## config.mk

```make
export PLATFORM = sky130hd
export DESIGN_NAME = evt_arbiter
export DESIGN_NICKNAME = d
export VERILOG_FILES = /design/src/rtl/evt_pkg.sv /design/src/rtl/evt_nmi_track.sv /design/src/rtl/evt_ack_fsm.sv /design/src/rtl/evt_select.sv /design/src/rtl/evt_arbiter.sv
export SDC_FILE = /design/constraint.sdc
export NUM_CORES = 1
export LEC_CHECK = 0
export BUFFER_PORTS_ARGS = -buffer_cell sky130_fd_sc_hd__buf_4
export CAP_MARGIN = 30
export CORE_UTILIZATION = 48
export DETAILED_ROUTE_END_ITERATION = 10
export PLACE_DENSITY = 0.74
export SLEW_MARGIN = 15
export SYNTH_ARGS = -nofsm -noshare
export SYNTH_HDL_FRONTEND = slang
export SYNTH_HIERARCHICAL = 1
export SYNTH_SLANG_ARGS = --single-unit
```

## constraint.sdc

```tcl
create_clock -name clk -period 3 [get_ports clk]
set_input_delay 0.6 -clock clk [delete_from_list [all_inputs] [get_ports clk]]
set_output_delay 0.6 -clock clk [all_outputs]
set_load 0.05 [all_outputs]
```

## src/rtl/evt_pkg.sv

```systemverilog
`timescale 1ns/1ps
package evt_pkg;

    typedef enum logic {
        ACK_IDLE = 1'b0,
        ACK_WAIT = 1'b1
    } ack_state_e;

endpackage

```

## src/rtl/evt_nmi_track.sv

```systemverilog
`timescale 1ns/1ps
module evt_nmi_track #(
    parameter int NEST_W = 4
) (
    input  logic clk,
    input  logic rst_n,
    input  logic nmi_ctl,
    input  logic take_nmi,
    input  logic take_intr,
    input  logic iret_done,
    output logic nmi_ready,
    output logic nmi_blocked
);
    localparam logic [NEST_W-1:0] LVL_ONE = {{(NEST_W-1){1'b0}}, 1'b1};
    localparam logic [NEST_W-1:0] LVL_MAX = {NEST_W{1'b1}};

    typedef struct packed {
        logic              prev;
        logic              held;
        logic              blocked;
        logic [NEST_W-1:0] nest;
    } trk_t;

    trk_t s_d, s_q;
    logic rise;

    always_comb begin
        s_d    = s_q;
        rise   = nmi_ctl & ~s_q.prev;
        s_d.prev = nmi_ctl;
        // one held request; further edges merge into it
        s_d.held = (s_q.held & ~take_nmi) | rise;
        // a return closes the innermost open level
        if (iret_done && s_q.blocked) begin
            if (s_q.nest != '0) begin
                s_d.nest = s_q.nest - LVL_ONE;
            end else begin
                s_d.blocked = 1'b0;
            end
        end
        // an INTR taken inside the NMI window opens a nested level
        if (take_intr && s_d.blocked && s_d.nest != LVL_MAX) begin
            s_d.nest = s_d.nest + LVL_ONE;
        end
        if (take_nmi) begin
            s_d.blocked = 1'b1;
            s_d.nest    = '0;
        end
    end

    always_ff @(posedge clk) begin
        if (!rst_n) begin
            s_q <= '0;
        end else begin
            s_q <= s_d;
        end
    end

    assign nmi_ready   = s_q.held & ~s_q.blocked;
    assign nmi_blocked = s_q.blocked;
endmodule

```

## src/rtl/evt_ack_fsm.sv

```systemverilog
`timescale 1ns/1ps
module evt_ack_fsm
    import evt_pkg::*;
(
    input  logic clk,
    input  logic rst_n,
    input  logic start,
    input  logic ack_valid,
    output logic busy,
    output logic done
);
    ack_state_e st_d, st_q;

    always_comb begin
        st_d = st_q;
        done = 1'b0;
        unique case (st_q)
            ACK_IDLE: if (start) st_d = ACK_WAIT;
            ACK_WAIT: if (ack_valid) begin
                st_d = ACK_IDLE;
                done = 1'b1;
            end
            default: st_d = ACK_IDLE;
        endcase
    end

    always_ff @(posedge clk) begin
        if (!rst_n) begin
            st_q <= ACK_IDLE;
        end else begin
            st_q <= st_d;
        end
    end

    assign busy = (st_q == ACK_WAIT);
endmodule

```

## src/rtl/evt_select.sv

```systemverilog
`timescale 1ns/1ps
module evt_select #(
    parameter int NSRC = 3
) (
    input  logic            boundary,
    input  logic            busy,
    input  logic [NSRC-1:0] ready,
    output logic [NSRC-1:0] grant
);
    // ready[0] has the highest priority
    logic [NSRC-1:0] above;

    generate
        for (genvar i = 0; i < NSRC; i++) begin : g_pri
            if (i == 0) begin : g_top
                assign above[i] = 1'b0;
            end else begin : g_low
                assign above[i] = above[i-1] | ready[i-1];
            end
            assign grant[i] = boundary & ~busy & ready[i] & ~above[i];
        end
    endgenerate
endmodule

```

## src/rtl/evt_arbiter.sv

```systemverilog
`timescale 1ns/1ps
module evt_arbiter #(
    parameter int VEC_W   = 8,
    parameter int NEST_W  = 4,
    parameter int NMI_VEC = 2,
    parameter int SMI_VEC = 0
) (
    input  logic             clk,
    input  logic             rst_n,
    input  logic             smi_req,
    input  logic             intr_lvl,
    input  logic             nmi_ctl,
    input  logic             ie_flag,
    input  logic             insn_bnd,
    input  logic             iret_done,
    input  logic             core_halted,
    input  logic             ack_valid,
    input  logic [VEC_W-1:0] ack_vec,
    output logic             ack_req,
    output logic             take_smi,
    output logic             take_nmi,
    output logic             take_intr,
    output logic [VEC_W-1:0] vector,
    output logic             wake
);
    localparam int NSRC = 3;
    localparam int I_SMI = 0;
    localparam int I_NMI = 1;
    localparam int I_INT = 2;
    localparam logic [VEC_W-1:0] NMI_V = VEC_W'(NMI_VEC);
    localparam logic [VEC_W-1:0] SMI_V = VEC_W'(SMI_VEC);

    typedef struct packed {
        logic             smi;
        logic             nmi;
        logic             intr;
        logic [VEC_W-1:0] vec;
        logic             wake;
    } out_t;

    out_t o_d, o_q;
    logic [NSRC-1:0] ready, grant;
    logic nmi_ready, nmi_blocked, busy, done;

    assign ready[I_SMI] = smi_req;
    assign ready[I_NMI] = nmi_ready;
    assign ready[I_INT] = intr_lvl & ie_flag;

    evt_select #(.NSRC(NSRC)) u_sel (
        .boundary (insn_bnd),
        .busy     (busy),
        .ready    (ready),
        .grant    (grant)
    );

    evt_ack_fsm u_ack (
        .clk       (clk),
        .rst_n     (rst_n),
        .start     (grant[I_INT]),
        .ack_valid (ack_valid),
        .busy      (busy),
        .done      (done)
    );

    evt_nmi_track #(.NEST_W(NEST_W)) u_nmi (
        .clk         (clk),
        .rst_n       (rst_n),
        .nmi_ctl     (nmi_ctl),
        .take_nmi    (grant[I_NMI]),
        .take_intr   (done),
        .iret_done   (iret_done),
        .nmi_ready   (nmi_ready),
        .nmi_blocked (nmi_blocked)
    );

    always_comb begin
        o_d      = o_q;
        o_d.smi  = grant[I_SMI];
        o_d.nmi  = grant[I_NMI];
        o_d.intr = done;
        if (grant[I_SMI]) o_d.vec = SMI_V;
        if (grant[I_NMI]) o_d.vec = NMI_V;
        if (done)         o_d.vec = ack_vec;
        // the NMI source is deliberately absent from the wake term
        o_d.wake = core_halted & (smi_req | (intr_lvl & ie_flag));
    end

    always_ff @(posedge clk) begin
        if (!rst_n) begin
            o_q <= '0;
        end else begin
            o_q <= o_d;
        end
    end

    assign ack_req   = busy;
    assign take_smi  = o_q.smi;
    assign take_nmi  = o_q.nmi;
    assign take_intr = o_q.intr;
    assign vector    = o_q.vec;
    assign wake      = o_q.wake;
endmodule

```

==> results_dict.tcl <==
set metrics [dict create \
    floorplan.initialDensity 0.531 \
    hold_class "flop to flop" \
    clk_latency_ns 0.30 \
    r2r_start "u_nmi/s_q[0]$_SDFF_PP0_" \
    cts-buffers-inserted 3 \
    switching_share 0.246 \
    cts.hold.buffers_added 0 \
    critPathKind "flop to flop" \
    cellPowerDensity_mw_per_mm2 341 \
    ctsRootBufferMaster "clkbuf_4" \
    multi_input_area_um2 652 \
    crit_path_end "u_nmi/s_q[3]$_SDFF_PP0_" \
    iteration_count_of_the_initial_detailed_routing_pass 4 \
    crit_path_max_incr_delay_ns 0.52 \
    cp.required_ns 3.21 \
    number_of_distinct_library_cells_after_synthesis 42 \
    synth_ff_type "dfxtp_1" \
    wire_per_inst_um 12.5 \
    cts_sinks 20 \
    max_slew_violation_count 0 \
    seqCellArea_um2 400 \
    regToRegSetupSlack_ns 0.32 \
    synth_nets 134 \
    post_cts_resized 0 \
    core_area_mm2 0.00206 \
    worst_r2r_endpoint "u_nmi/s_q[3]$_SDFF_PP0_" \
    gpl.final_weighted_congestion 0.846 \
    port_buffers 30 \
    worstSetupEndpointType "flop" \
    postSynthAreaPerCell_um2 9.60 \
    final_period_minus_worst_setup_slack_ns 2.68 \
    relSlewSlack 0.667 \
    leading_cell_types_in_the_layout_fill_and_taps_excluded "buf_4, dfxtp_1, nand2_1" \
    finalClockSkew_ns 0.00314 \
    cts_tree "done" \
    cell_count_after_synthesis 114 \
    flow.area_growth_from_synthesis_pct 24.2 \
    seq_area_frac_synth 0.366 \
    power.net_switching_uw 114 \
    power.internal_uw 349 \
    placement_rows 16 \
    leakage_uw 0.000567 \
    clock_path_buffers 2 \
    r2r_cells 9 \
    tightestPinTransition_ns 0.498 \
    status "finished, final reports clean" \
    power.share.clock 0.269 \
    maximum_number_of_pins_on_one_net_before_global_route_repair 21 \
    die_height_um 49.8 \
    cts.htree.levels 1 \
    peakVddDrop_mv 0.346 \
    antenna_found_initial 0 \
    cell_chain_of_the_critical_path "inv_1, ha_1, nor3b_2, o21a_2, or2_1, ha_1, or4b_1, a221o_1, o211a_1" \
    routed-via-count 941 \
    initialDrtViolationCount 15 \
    grt_setup_unrepaired "false" \
    yosysWarnings 6 \
    sequentialPowerShare 0.592 \
    place_hpwl_um 1560 \
    grt.total_usage 0.200 \
    clk_slew_on_worst_s_h_paths_ns 0.10 \
    setup-tns-final_ns 0 \
    period_share 0.893 \
    drcViolationCount 0 \
    stdcell_area_mm2 0.00136 \
    fmax_mhz 373 \
    n_antenna_cell 0 \
    setup.worst_path.start "u_nmi/s_q[0]$_SDFF_PP0_" \
    route.final.wire_length_um 2130 \
    cts_setup_buffers 0 \
    synth_area_mm2 0.00109 \
    number_of_synthesized_register_bits 20 \
    io_pins 31 \
    detail-route-antenna-nets 0 \
    worst_path_max_delay_cell "or4b_1" \
    timing.critical_path.mode_cell "ha_1" \
    pwr-share-comb 0.139 \
    routed_via_density 5.50 \
    fraction_of_layout_instances_using_a_drive_strength_above_1 0.299 \
    area_enclosed_by_the_die_boundary_mm2 0.00248 \
    synth-edff-count 0 \
    synth_async_sr_flop_share 0 \
    post_dp_cell_area_mm2 0.00134 \
    grt_overflow_total 0 \
    max-cap-violations 0 \
    maximum_fanout_along_the_worst_path 7 \
    timing.final.setup_violations 0 \
    fillCellCount 172 \
    final_common_cell "buf_4" \
    wire_length_of_the_first_global_routing_pass_um 3840 \
    number_of_nets_in_the_finished_design 166 \
    dieWidth_um 49.8 \
    timing_hold_violations_final 0 \
    worst-endpoint-arrival_ns 2.89 \
    critical_path.startpoint_type "flop" \
    first_global_vias 863 \
]
[through the flow]
step | std cells | worst slack [ns] | hold WS [ns] | power [µW] | utilization
floorplan | 114 | 0.487 | 0.399 | 315 | -
global placement | 168 | 0.413 | 0.410 | 344 | 0.649
detailed placement | 168 | 0.358 | 0.415 | 345 | 0.649
CTS | 171 | 0.343 | 0.431 | 469 | 0.660
global route | 171 | 0.171 | 0.488 | 485 | 0.660
finish | 171 | 0.320 | 0.427 | 463 | 0.660
[power groups by stage]
stage	Sequential (µW)	Combinational (µW)	Clock [µW]
after global routing	275	70.2	140
after CTS	274	64.7	131
after floorplan	290	24.9	0
after detailed placement	280	64.6	0
after global placement	280	63.9	0
final	274	64.4	125
[how the worst min path moves through the flow]
stage | start | depth (start not counted) | slack (ns) | endpoint
2_1_floorplan | u_nmi/s_q[6]$_SDFF_PN0_ | 1 | 0.40 | u_nmi/s_q[5]$_SDFF_PN0_
3_3_place_gp | u_nmi/s_q[6]$_SDFF_PN0_ | 1 | 0.41 | u_nmi/s_q[5]$_SDFF_PN0_
3_5_place_dp | u_nmi/s_q[6]$_SDFF_PN0_ | 1 | 0.42 | u_nmi/s_q[5]$_SDFF_PN0_
4_1_cts | u_nmi/s_q[6]$_SDFF_PN0_ | 1 | 0.43 | u_nmi/s_q[5]$_SDFF_PN0_
5_1_grt | u_nmi/s_q[6]$_SDFF_PN0_ | 1 | 0.49 | u_nmi/s_q[5]$_SDFF_PN0_
6_report | u_nmi/s_q[6]$_SDFF_PN0_ | 1 | 0.43 | u_nmi/s_q[5]$_SDFF_PN0_
[cell families (layout without fill, tap and decap cells)]
| kind of cell | Yosys count | count (layout) | synth area share |
|---|---|---|---|
| compound gates | 28 | 28 | 0.192 |
| mux | 4 | 4 | 0.0377 |
| buf+inv | 9 | 39 | 0.0389 |
| fa+ha+maj | 2 | 2 | 0.0229 |
| simple gates | 51 | 51 | 0.343 |
| flops | 20 | 20 | 0.366 |
[layout make-up]
type,instances,area share
clock buffers,3,0.0166
inverters,5,0.0138
multi-input cells,85,0.479
flip-flops and latches,20,0.294
well taps,27,0.0248
repair buffers,31,0.171
[registers in the layout, summed over array words and instances, names as in the netlist]
signal / cells
u_nmi/s_q: 6
take_intr: 1
take_smi: 1
u_nmi/nmi_blocked: 1
u_ack/busy: 1
take_nmi: 1
wake: 1
vector: 8
[critical path: cells and delay by family, from the launching register on]
family                   cells  cell delay [ns]
flip-flops                   1             0.44
buffers and inverters        1             0.07
AND/OR/NAND/NOR              3             0.94
AO/OA/AOI/OAI                3             0.67
adder cells (fa/ha/maj)      2             0.47
[synthesized netlist by cell type, types with 3 or more instances]
| master | n | share of area |
|---|---|---|
| dfxtp_1 | 20 | 0.37 |
| nor2_1 | 3 | 0.010 |
| inv_1 | 5 | 0.017 |
| and2_1 | 4 | 0.023 |
| mux2i_1 | 3 | 0.027 |
| nand2_1 | 11 | 0.038 |
| o21ai_0 | 4 | 0.018 |
| a21boi_1 | 8 | 0.055 |
| nor2b_1 | 4 | 0.023 |
| or4b_1 | 8 | 0.073 |
[per-layer routing]
layer / track usage / up-vias / share of wire
met2: 0.338 / 33 / 0.45
met1: 0.249 / 424 / 0.48
met4: 0.0429 / 0 / 0.0066
li1: - / 482 / -
met5: 0 / - / 0
met3: 0.0586 / 2 / 0.061
(Power assumes the default switching activity.)
